--- config.mk ---
export PLATFORM = sky130hd
export DESIGN_NAME = rf_frame_engine
export DESIGN_NICKNAME = d
export VERILOG_FILES = /design/src/rtl/rf_frame_pkg.sv /design/src/rtl/rf_frame_regs.sv /design/src/rtl/rf_frame_tx.sv /design/src/rtl/rf_frame_rx.sv /design/src/rtl/rf_frame_engine.sv
export SDC_FILE = /design/constraint.sdc
export NUM_CORES = 1
export LEC_CHECK = 0
export CAP_MARGIN = 20
export CORE_ASPECT_RATIO = 1.25
export CORE_MARGIN = 1
export CORE_UTILIZATION = 42
export CTS_CLUSTER_DIAMETER = 150
export DETAILED_ROUTE_END_ITERATION = 10
export DONT_BUFFER_PORTS = 1
export GPL_ROUTABILITY_DRIVEN = 1
export PLACE_DENSITY = 0.55
export SLEW_MARGIN = 20
export SYNTH_ARGS = -nofsm -noshare
export SYNTH_HDL_FRONTEND = slang
export SYNTH_HIERARCHICAL = 1
export SYNTH_SLANG_ARGS = --single-unit
--- constraint.sdc ---
create_clock -name clk -period 3.35 [get_ports clk]
set_input_delay 0.5025 -clock clk [delete_from_list [all_inputs] [get_ports clk]]
set_output_delay 0.5025 -clock clk [all_outputs]
set_load 0.03 [all_outputs]
--- src/rtl/rf_frame_pkg.sv ---
`timescale 1ns/1ps
package rf_frame_pkg;
    localparam int REG_AW = 2;
    localparam logic [1:0] RA_CTRL = 2'd0;
    localparam logic [1:0] RA_STAT = 2'd1;
    localparam logic [1:0] RA_BASE = 2'd2;
    localparam logic [1:0] RA_LEN  = 2'd3;
    localparam logic [15:0] CHK_INIT = 16'h6363;
    localparam logic [15:0] CHK_POLY = 16'h8408;

    typedef enum logic [1:0] {TX_IDLE, TX_SOF, TX_DATA, TX_EOF} tx_state_e;

    function automatic logic [15:0] chk_step(input logic [15:0] cur, input logic [7:0] din);
        logic [15:0] r;
        r = cur;
        for (int i = 0; i < 8; i++) begin
            if (r[0] ^ din[i]) r = (r >> 1) ^ CHK_POLY;
            else r = r >> 1;
        end
        return r;
    endfunction
endpackage

--- src/rtl/rf_frame_regs.sv ---
`timescale 1ns/1ps
module rf_frame_regs
    import rf_frame_pkg::*;
#(
    parameter int AW = 8,
    parameter int LW = 8
) (
    input  logic              clk,
    input  logic              rst_n,
    input  logic              reg_wr,
    input  logic [REG_AW-1:0] reg_addr,
    input  logic [15:0]       reg_wdata,
    output logic [15:0]       reg_rdata,
    input  logic              busy_i,
    input  logic              tx_done_i,
    input  logic              rx_good_i,
    input  logic              rx_bad_i,
    output logic              start_o,
    output logic [AW-1:0]     base_o,
    output logic [LW-1:0]     len_o,
    output logic              irq_o
);
    typedef struct packed {
        logic [AW-1:0] base;
        logic [LW-1:0] len;
        logic          done;
        logic          chk_err;
        logic          rx_ok;
    } regs_t;

    regs_t q, d;
    logic  wr_stat;
    wire   unused_wbits = ^reg_wdata;

    always_comb begin
        d       = q;
        wr_stat = reg_wr && (reg_addr == RA_STAT);
        if (reg_wr && reg_addr == RA_BASE) d.base = reg_wdata[AW-1:0];
        if (reg_wr && reg_addr == RA_LEN)  d.len  = reg_wdata[LW-1:0];
        if (wr_stat) begin
            if (reg_wdata[1]) d.done    = 1'b0;
            if (reg_wdata[2]) d.chk_err = 1'b0;
            if (reg_wdata[3]) d.rx_ok   = 1'b0;
        end
        if (tx_done_i) d.done    = 1'b1;
        if (rx_bad_i)  d.chk_err = 1'b1;
        if (rx_good_i) d.rx_ok   = 1'b1;
    end

    always_ff @(posedge clk or negedge rst_n) begin
        if (!rst_n) q <= '0;
        else        q <= d;
    end

    always_comb begin
        case (reg_addr)
            RA_STAT: reg_rdata = {12'b0, q.rx_ok, q.chk_err, q.done, busy_i};
            RA_BASE: reg_rdata = 16'(q.base);
            RA_LEN:  reg_rdata = 16'(q.len);
            default: reg_rdata = 16'b0;
        endcase
    end

    assign start_o = reg_wr && (reg_addr == RA_CTRL) && reg_wdata[0] && !busy_i;
    assign base_o  = q.base;
    assign len_o   = q.len;
    assign irq_o   = q.done;

    a_r7_done_latches: assert property (@(posedge clk) disable iff (!rst_n)
        tx_done_i |=> q.done);
    a_r10_w1c_done: assert property (@(posedge clk) disable iff (!rst_n)
        (wr_stat && reg_wdata[1] && !tx_done_i) |=> !q.done);
endmodule

--- src/rtl/rf_frame_tx.sv ---
`timescale 1ns/1ps
module rf_frame_tx
    import rf_frame_pkg::*;
#(
    parameter int AW = 8,
    parameter int LW = 8
) (
    input  logic          clk,
    input  logic          rst_n,
    input  logic          start_i,
    input  logic [AW-1:0] base_i,
    input  logic [LW-1:0] len_i,
    output logic          mem_rd_en_o,
    output logic [AW-1:0] mem_addr_o,
    input  logic [7:0]    mem_rdata_i,
    output logic          tx_line_o,
    output logic          tx_active_o,
    output logic          busy_o,
    output logic          done_o
);
    localparam int IW = LW + 1;

    typedef struct packed {
        tx_state_e     st;
        logic          half;
        logic [3:0]    bit_idx;
        logic [8:0]    shreg;
        logic [AW-1:0] next_addr;
        logic [LW-1:0] len;
        logic [IW-1:0] idx;
        logic [7:0]    pf;
        logic          cap;
        logic [15:0]   chk;
        logic          done;
        logic          rd_en;
        logic [AW-1:0] rd_addr;
    } tx_t;

    tx_t           q, d;
    logic          load;
    logic [7:0]    src;
    logic [7:0]    b;
    logic [IW-1:0] len_ext;

    always_comb begin
        d       = q;
        d.done  = 1'b0;
        d.rd_en = 1'b0;
        d.cap   = q.rd_en;
        if (q.cap) d.pf = mem_rdata_i;
        src     = q.cap ? mem_rdata_i : q.pf;
        len_ext = {1'b0, q.len};
        load    = 1'b0;
        b       = 8'h00;

        case (q.st)
            TX_IDLE: begin
                if (start_i) begin
                    if (len_i == '0) begin
                        d.done = 1'b1;
                    end else begin
                        d.st        = TX_SOF;
                        d.half      = 1'b0;
                        d.len       = len_i;
                        d.idx       = '0;
                        d.chk       = CHK_INIT;
                        d.rd_en     = 1'b1;
                        d.rd_addr   = base_i;
                        d.next_addr = base_i + AW'(1);
                    end
                end
            end
            TX_SOF: begin
                d.half = ~q.half;
                if (q.half) load = 1'b1;
            end
            TX_DATA: begin
                d.half = ~q.half;
                if (q.half) begin
                    if (q.bit_idx == 4'd8) begin
                        load = 1'b1;
                    end else begin
                        d.shreg   = q.shreg >> 1;
                        d.bit_idx = q.bit_idx + 4'd1;
                    end
                end
            end
            TX_EOF: begin
                d.half = ~q.half;
                if (q.half) begin
                    d.st   = TX_IDLE;
                    d.done = 1'b1;
                end
            end
            default: d.st = TX_IDLE;
        endcase

        if (load) begin
            d.bit_idx = 4'd0;
            d.st      = TX_DATA;
            if (q.idx < len_ext) begin
                b     = src;
                d.chk = chk_step(q.chk, src);
                if (q.idx + IW'(1) < len_ext) begin
                    d.rd_en     = 1'b1;
                    d.rd_addr   = q.next_addr;
                    d.next_addr = q.next_addr + AW'(1);
                end
            end else if (q.idx == len_ext) begin
                b = q.chk[7:0];
            end else if (q.idx == len_ext + IW'(1)) begin
                b = q.chk[15:8];
            end else begin
                d.st = TX_EOF;
            end
            d.shreg = {~^b, b};
            d.idx   = q.idx + IW'(1);
        end
    end

    always_ff @(posedge clk or negedge rst_n) begin
        if (!rst_n) q <= '0;
        else        q <= d;
    end

    always_comb begin
        case (q.st)
            TX_SOF:  tx_line_o = ~q.half;
            TX_DATA: tx_line_o = q.shreg[0] ^ q.half;
            default: tx_line_o = 1'b0;
        endcase
    end

    assign tx_active_o = (q.st != TX_IDLE);
    assign busy_o      = (q.st != TX_IDLE);
    assign done_o      = q.done;
    assign mem_rd_en_o = q.rd_en;
    assign mem_addr_o  = q.rd_addr;

    a_r3_no_back_to_back_reads: assert property (@(posedge clk) disable iff (!rst_n)
        mem_rd_en_o |=> !mem_rd_en_o);
    a_r5_second_half_inverts: assert property (@(posedge clk) disable iff (!rst_n)
        (q.st == TX_DATA && q.half) |-> (tx_line_o != $past(tx_line_o)));
    a_r8_zero_len_done: assert property (@(posedge clk) disable iff (!rst_n)
        (start_i && !busy_o && len_i == '0) |=> (done_o && !busy_o));
    a_r5_idle_line_low: assert property (@(posedge clk) disable iff (!rst_n)
        !tx_active_o |-> !tx_line_o);
endmodule

--- src/rtl/rf_frame_rx.sv ---
`timescale 1ns/1ps
module rf_frame_rx
    import rf_frame_pkg::*;
(
    input  logic       clk,
    input  logic       rst_n,
    input  logic       rx_valid_i,
    input  logic [7:0] rx_data_i,
    input  logic       rx_last_i,
    output logic       good_o,
    output logic       bad_o
);
    typedef struct packed {
        logic [15:0] chk;
        logic        good;
        logic        bad;
    } rx_t;

    rx_t         q, d;
    logic [15:0] nxt;

    always_comb begin
        d      = q;
        d.good = 1'b0;
        d.bad  = 1'b0;
        nxt    = chk_step(q.chk, rx_data_i);
        if (rx_valid_i) begin
            if (rx_last_i) begin
                d.good = (nxt == 16'h0000);
                d.bad  = (nxt != 16'h0000);
                d.chk  = CHK_INIT;
            end else begin
                d.chk  = nxt;
            end
        end
    end

    always_ff @(posedge clk or negedge rst_n) begin
        if (!rst_n) q <= '{chk: CHK_INIT, good: 1'b0, bad: 1'b0};
        else        q <= d;
    end

    assign good_o = q.good;
    assign bad_o  = q.bad;

    a_r11_result_after_last: assert property (@(posedge clk) disable iff (!rst_n)
        (good_o || bad_o) |-> $past(rx_valid_i && rx_last_i));
endmodule

--- src/rtl/rf_frame_engine.sv ---
`timescale 1ns/1ps
module rf_frame_engine
    import rf_frame_pkg::*;
#(
    parameter int AW = 8,
    parameter int LW = 8
) (
    input  logic              clk,
    input  logic              rst_n,
    input  logic              reg_wr,
    input  logic [REG_AW-1:0] reg_addr,
    input  logic [15:0]       reg_wdata,
    output logic [15:0]       reg_rdata,
    output logic              irq,
    output logic              mem_rd_en,
    output logic [AW-1:0]     mem_addr,
    input  logic [7:0]        mem_rdata,
    output logic              tx_line,
    output logic              tx_active,
    input  logic              rx_valid,
    input  logic [7:0]        rx_data,
    input  logic              rx_last
);
    logic          start, busy, tx_done, rx_good, rx_bad;
    logic [AW-1:0] base;
    logic [LW-1:0] len;

    rf_frame_regs #(.AW(AW), .LW(LW)) u_regs (
        .clk(clk), .rst_n(rst_n),
        .reg_wr(reg_wr), .reg_addr(reg_addr), .reg_wdata(reg_wdata), .reg_rdata(reg_rdata),
        .busy_i(busy), .tx_done_i(tx_done), .rx_good_i(rx_good), .rx_bad_i(rx_bad),
        .start_o(start), .base_o(base), .len_o(len), .irq_o(irq)
    );

    rf_frame_tx #(.AW(AW), .LW(LW)) u_tx (
        .clk(clk), .rst_n(rst_n),
        .start_i(start), .base_i(base), .len_i(len),
        .mem_rd_en_o(mem_rd_en), .mem_addr_o(mem_addr), .mem_rdata_i(mem_rdata),
        .tx_line_o(tx_line), .tx_active_o(tx_active),
        .busy_o(busy), .done_o(tx_done)
    );

    rf_frame_rx u_rx (
        .clk(clk), .rst_n(rst_n),
        .rx_valid_i(rx_valid), .rx_data_i(rx_data), .rx_last_i(rx_last),
        .good_o(rx_good), .bad_o(rx_bad)
    );
endmodule

==> flow_summary.json, run 1 <==
{
  "clk_latency_ns": 0.41,
  "fin_setup_tns_ns": 0,
  "drt_iter0_drc": 295,
  "viasPerCell": 5.354,
  "die-height_um": 146.6,
  "cts_sinks": 113,
  "synthCells": 736,
  "diodes": 0,
  "tightest_slew_ns": 0.6963,
  "wl_per_cell_um": 16.26,
  "cts_max_level": 4,
  "grt_antenna_before_repair": 0,
  "cp_common_cell": "o21ai_1",
  "violations": "negative hold slack",
  "grt_max_degree": 114,
  "fmax_ghz": 0.3192,
  "ys_warn_count": 6,
  "yosys.area_share.simple_pct": 16.58,
  "route.layer.met1.wl_mm": 6.578,
  "highest_layer": "met4",
  "reg2reg_slack_ns": 0.22,
  "synthAdderAreaFrac_pct": 4.630,
  "dieArea_sq_mm": 0.01726,
  "clk_transition_reported_paths_ns": 0.06,
  "ys_seq_elements": 113,
  "coreArea_sq_mm": 0.01627,
  "first_pass_iters": 4,
  "crit_type": "reg -> reg",
  "grt_pass1_vias": 5219,
  "hold_viol": 1,
  "slew_headroom_pct": 53.49,
  "die_w_um": 117.7,
  "cp_slowest_stage_delay_ns": 0.44,
  "grtUsageTotal_pct": 18.89,
  "hold_path_class": "in -> async",
  "grt_pass1_wl_mm": 25.86,
  "numCtsBuffers": 17,
  "startpoint_type": "flop",
  "synth.avg_cell_area_sq_um": 9.547,
  "io_buffers": 0,
  "route.detailed.drc": 0,
  "cp_top_family": "compound AO/OA/AOI/OAI gates",
  "nets": 784,
  "syn_area_sq_mm": 0.007027,
  "setup_violations": 0,
  "yosysSeqAreaShare_pct": 40.38,
  "wl_met3_um": 656,
  "crit_fanout": 15,
  "ff2ff_path_depth": 12,
  "ant_nets": 0,
  "wl_met2_mm": 7.737,
  "initial_core_util_pct": 43.20,
  "synth_top_flop_cell": "dfrtp_1",
  "gp_congestion": 0.8154,
  "p_per_area_mw_per_mm2": 1050,
  "syn2layout_area_growth_pct": 9.883,
  "clockBufferDepth": 2,
  "synth_cell_types": 78,
  "synth_edf_count": 0,
  "dp_slack_ns": 0.1636,
  "wirelength_mm": 15.42,
  "worst-path-buf-inv": 1,
  "period_needed_ns": 3.133,
  "drive_gt1_share_pct": 15.57,
  "synth_top_family_by_area": "simple AND/OR/NAND/NOR gates",
  "vdd_ir_drop_max_uv": 442.1,
  "arrival_ns": 3.48,
  "leakagePower_nw": 3.418,
  "r2r_end": "u_tx/q[68]$_DFFE_PN0P_",
  "gr-total-overflow": 0,
  "cts.root.buffer_cell": "clkbuf_16",
  "maxCapViolCount": 0,
  "num_rows": 52,
  "crit_chain": "inv_1 -> ha_1 -> nand4_2 -> a21oi_2 -> a2bb2oi_4 -> mux2i_1 -> o21ai_1 -> a21bo_1 -> a221oi_2 -> xnor2_1 -> xnor3_1 -> o21ai_1",
  "skew_ns": 0.007601,
  "report.final.slew_viol_count": 0,
  "status": "finished with violations",
  "rsz0062_at_grt": "false",
  "hold_slack_ns": -0.006844,
  "ios": 67,
  "vias": 5076,
  "layout_setup_ws_ns": 0.2169,
  "synth_xor_area_share_pct": 10.59,
  "synth_top_cell_by_area": "dfrtp_1",
  "cp_slowest_cell": "dfrtp_1",
  "cts_tree": "built",
  "dp_hpwl_mm": 11.04,
  "synth_mux_area_share_pct": 5.502,
  "finalCritPeriodShare_pct": 93.52,
  "crit_required_ns": 3.69,
  "endpoint_kind": "flop",
  "async_flop_share_pct": 100.0,
  "synth-compound-area-share_pct": 14.07,
  "r2r_start": "u_tx/len_ext[4]$_DFFE_PN0P_",
  "synth_top_cell_area_share_pct": 37.39,
  "netlist_top_cells_area": "dfrtp_1 37%, xnor2_1 5.4%, ha_1 4.6%"
}
## Yosys cell counts, drive strengths merged, types with 2 or more instances
library cell,instances
nand3,42
xnor2,47
mux2i,15
o21ai,44
inv,37
nor2,43
buf,49
a21o,4
and3,10
o211ai,3
clkbuf,19
a21boi,3
nor3b,2
nand4b,3
nor3,8
o21a,5
ha,26
nand2b,3
xor2,29
o21bai,2
or2,3
o211a,2
o22ai,7
o22a,3
nand3b,4
or3,3
o21ba,2
a211oi,3
a32oi,2
nor2b,8
a21oi,32
nand4,6
and2,4
a22o,4
a31oi,19
a21bo,2
dfstp,8
nor4,7
a221oi,5
nand2,78
mux2,21
dfrtp,105
## cell type report
type,count,area [sq um]
fill,1575,8544
multi-input combinational,525,3645
clock inverter,10,157.7
timing repair buffer,25,207.7
clock buffer,22,464.2
tap,216,270.3
sequential,113,2838
inverter,37,138.9
## worst max path at each step
stage                                      startpoint                      to  cells past startpoint
after CTS                      u_tx/q[36]$_DFFE_PN0P_    u_tx/q[55]$_DFF_PN0_                     13
after global placement    u_tx/len_ext[4]$_DFFE_PN0P_  u_tx/q[68]$_DFFE_PN0P_                     12
after global routing      u_tx/len_ext[4]$_DFFE_PN0P_  u_tx/q[68]$_DFFE_PN0P_                     13
after detailed placement       u_tx/q[36]$_DFFE_PN0P_    u_tx/q[54]$_DFF_PN0_                     13
final                     u_tx/len_ext[4]$_DFFE_PN0P_  u_tx/q[68]$_DFFE_PN0P_                     12
after floorplan                u_tx/q[35]$_DFFE_PN0P_    u_tx/q[55]$_DFF_PN0_                     13
## per-layer routing
layer / vias to the layer above / track usage, %
met3: 30 / 4.922
met5: - / 0
met2: 89 / 32.65
met4: 0 / 8.397
li1: 2475 / -
met1: 2482 / 21.87
## registers in the layout, indices dropped and copies added (netlist names)
signal,count
u_tx/q,58
u_rx/q,16
u_regs/base_o,8
u_regs/len_o,8
u_tx/len_ext,8
u_tx/mem_addr_o,8
u_regs/q,2
u_regs/irq_o,1
u_rx/bad_o,1
u_rx/good_o,1
u_tx/done_o,1
u_tx/mem_rd_en_o,1
## cells in the final DEF, fill, tap and decap left out, types with 10 or more instances in the layout
cell / n
a21oi_1: 30
a31oi_1: 18
and3_1: 10
buf_4: 24
clkbuf_16: 17
dfrtp_1: 105
ha_1: 26
inv_1: 37
mux2_2: 21
mux2i_1: 15
nand2_1: 77
nand3_1: 41
nor2_1: 43
o21ai_0: 36
xnor2_1: 43
xor2_1: 27
## repair_timing
action	CTS	global route
buffers inserted	0	2
hold buffers	1	0
endpoints found under the hold margin	113	0
resized for setup	0	1
setup endpoints to repair	0	4
## worst register-to-register path: cells and delay by family (launching register included)
family                   cells  cell delay, ns
multiplexers                 1            0.26
adder cells (fa/ha/maj)      1            0.32
flip-flops                   1            0.44
AND/OR/NAND/NOR              1            0.16
buffers and inverters        1            0.12
XOR/XNOR                     2            0.38
AO/OA/AOI/OAI                6            1.36
## kinds of logic after synthesis
group	count (synthesis)
simple gates	229
compound gates	149
other cells	1
buf+inv	105
fa+ha+maj	26
mux	36
xor+xnor	77
flops	113
## through the flow
step,area (sq um),power (W),utilization (%),std cells
global placement,7056,0.006030,43.38,913
finish,7721,0.008103,47.47,948
detailed placement,7056,0.006136,43.38,913
floorplan,7053,0.005511,-,743
global route,7721,0.008713,47.47,948
CTS,7705,0.008137,47.37,946
## where the power goes
group	total (W)	switching, W	leakage (nW)	internal [W]
Sequential	0.00258	0.000661	1.36	0.00192
Clock	0.00192	0.000646	0.296	0.00128
Combinational	0.00360	0.00195	1.76	0.00165
Power figures use the tool's default switching activity.
==> inputs of run 2 (changes only) <==
- REMOVE_ABC_BUFFERS: not set -> 1
==> flow_summary.json, run 2 (synthesis gave the netlist of run 1 again) <==
{
  "cts.root.buffer_cell": "clkbuf_16",
  "crit_required_ns": 3.68,
  "crit_chain": "inv_1 -> ha_1 -> nand4_2 -> a21oi_2 -> a2bb2oi_4 -> buf_4 -> nor2_1 -> a31oi_1 -> nor2_1 -> o21ai_2 -> o211ai_2 -> xnor3_1 -> o21ai_1",
  "reg2reg_slack_ns": 0.25,
  "dp_slack_ns": 0.1882,
  "mostFrequentLayoutCells": "105 x dfrtp_1, 77 x nand2_1, 43 x nor2_1, 43 x xnor2_1, 41 x nand3_1",
  "largestRegisters": "u_tx/q (58), u_rx/q (16)",
  "first_pass_iters": 4,
  "numCtsBuffers": 17,
  "viasPerCell": 5.355,
  "largest_register_ffs": 58,
  "tightest_slew_ns": 0.8321,
  "endpoint_kind": "flop",
  "gr-total-overflow": 0,
  "hold_slack_ns": 0.04912,
  "top_register": "u_tx/q",
  "cp_num_cells": 13,
  "fin_setup_tns_ns": 0,
  "nets": 783,
  "timing.critical_path.from": "u_tx/len_ext[4]$_DFFE_PN0P_",
  "cts_max_level": 4,
  "vias": 5066,
  "finalCritPeriodShare_pct": 92.56,
  "route.detailed.drc": 0,
  "setup_violations": 0,
  "arrival_ns": 3.43,
  "grt_pass1_wl_mm": 25.99,
  "io_buffers": 0,
  "rsz0062_at_grt": "false",
  "drt_iter0_drc": 298,
  "finalPower_w": 0.007979,
  "r2r_end": "u_tx/q[68]$_DFFE_PN0P_",
  "dieArea_sq_mm": 0.01726,
  "slew_headroom_pct": 44.32,
  "report.final.slew_viol_count": 0,
  "grt_max_degree": 114,
  "num_rows": 52,
  "coreArea_sq_mm": 0.01627,
  "grt_antenna_before_repair": 0,
  "drive_gt1_share_pct": 15.48,
  "syn2layout_area_growth_pct": 9.313,
  "leakagePower_nw": 3.400,
  "mostFrequentLayoutCell": "dfrtp_1",
  "cts_sinks": 113,
  "gp_congestion": 0.8488,
  "cp_slowest_stage_delay_ns": 0.43,
  "vdd_ir_drop_max_uv": 479.3,
  "crit_fanout": 15,
  "layout_setup_ws_ns": 0.2493,
  "diodes": 0,
  "wirelength_mm": 15.30,
  "period_needed_ns": 3.101,
  "crit_type": "reg -> reg",
  "hold_path_class": "in -> async",
  "cp_slowest_cell": "dfrtp_1",
  "grt_pass1_vias": 5177,
  "wl_per_cell_um": 16.17,
  "clockBufferDepth": 2,
  "clk_latency_ns": 0.42,
  "ff2ff_path_depth": 13,
  "cp-endpoint": "u_tx/q[68]$_DFFE_PN0P_",
  "fill_cells": 1558,
  "dp_hpwl_mm": 10.86,
  "worst-path-buf-inv": 2,
  "hold_viol": 0,
  "ios": 67,
  "p_per_area_mw_per_mm2": 1039,
  "cp_top_family": "compound AO/OA/AOI/OAI gates",
  "maxCapViolCount": 0,
  "ant_nets": 0,
  "initial_core_util_pct": 43.20,
  "die-height_um": 146.6,
  "fmax_ghz": 0.3225,
  "cp_common_cell": "nor2_1",
  "skew_ns": 0.01120,
  "die_w_um": 117.7,
  "status": "finished, final reports clean",
  "cts_tree": "built",
  "r2r_start": "u_tx/len_ext[4]$_DFFE_PN0P_",
  "clk_transition_reported_paths_ns": 0.05,
  "startpoint_type": "flop",
  "grtUsageTotal_pct": 19.15
}
[run 2: cell count changes in the layout (fill, tap and decap cells not counted)]
cell | previous run | this run
and2_2 | 1 | 0
clkbuf_8 | 2 | 4
clkinv_4 | 0 | 1
clkbuf_1 | 3 | 1
buf_4 | 24 | 23
bufinv_16 | 4 | 2
and2_1 | 3 | 4
[run 2: layout make-up]
class,count,area [sq um],share of cell area (%)
inverter,37,138.9,1.808
timing repair buffer,24,200.2,2.606
clock buffer,22,484.2,6.304
sequential,113,2838,36.94
clock inverter,9,106.4,1.385
multi-input combinational,525,3643,47.43
tap,216,270.3,3.518
[run 2: stage by stage]
stage / instances / area, sq um / util [%]
floorplan: 675 / 6616 / -
detailed placement: 912 / 7048 / 43.33
CTS: 944 / 7666 / 47.13
global route: 946 / 7681 / 47.22
global placement: 912 / 7048 / 43.33
finish: 946 / 7681 / 47.22
[run 2: where the power goes]
group / internal, W / leakage (nW) / switching (W) / total, W
combinational: 0.00165 / 1.75 / 0.00197 / 0.00362
clock: 0.00116 / 0.284 / 0.000620 / 0.00178
sequential: 0.00192 / 1.36 / 0.000658 / 0.00258
total: 0.00473 / 3.40 / 0.00325 / 0.00798
[run 2: what timing repair did]
item / in CTS / in global routing
setup endpoints to repair: 0 / 1
setup buffers: 0 / 2
hold buffers: 1 / 0
endpoints found under the hold margin: 113 / 0
resized for setup: 0 / 0
[run 2: layer usage]
layer / part of all wire [%] / GRT usage, % / vias to the layer above
li1: - / - / 2482
met1: 43 / 23.02 / 2455
met2: 51 / 32.41 / 107
met3: 4.2 / 4.453 / 22
met4: 1.9 / 8.718 / 0
met5: 0 / 0 / -
[run 2: how the worst min path moves through the flow]
stage | to | cells past startpoint | startpoint | slack (ns)
after floorplan | u_regs/base_o[0]$_DFFE_PN0P_ | 0 | rst_n | 0.21
after global placement | u_tx/q[17]$_DFF_PN0_ | 0 | rst_n | 0.22
after detailed placement | u_tx/q[17]$_DFF_PN0_ | 0 | rst_n | 0.22
after CTS | u_tx/q[25]$_DFF_PN0_ | 1 | rst_n | 0.06
after global routing | u_tx/q[17]$_DFF_PN0_ | 1 | rst_n | 0.08
final | u_tx/q[25]$_DFF_PN0_ | 1 | rst_n | 0.05
[run 2: worst register-to-register path: stages, from the launching register on]
cell       delay [ns]
dfrtp_1          0.43
inv_1            0.12
ha_1             0.32
nand4_2          0.15
a21oi_2          0.19
a2bb2oi_4        0.37
buf_4            0.20
nor2_1           0.05
a31oi_1          0.35
nor2_1           0.10
o21ai_2          0.15
o211ai_2         0.10
xnor3_1          0.37
o21ai_1          0.13
==> inputs of run 3 (changes only) <==
- CTS_CLUSTER_SIZE: not set -> 14
==> results of run 3 <==
Final layout, timing and power as in run 2 (identical DEF).
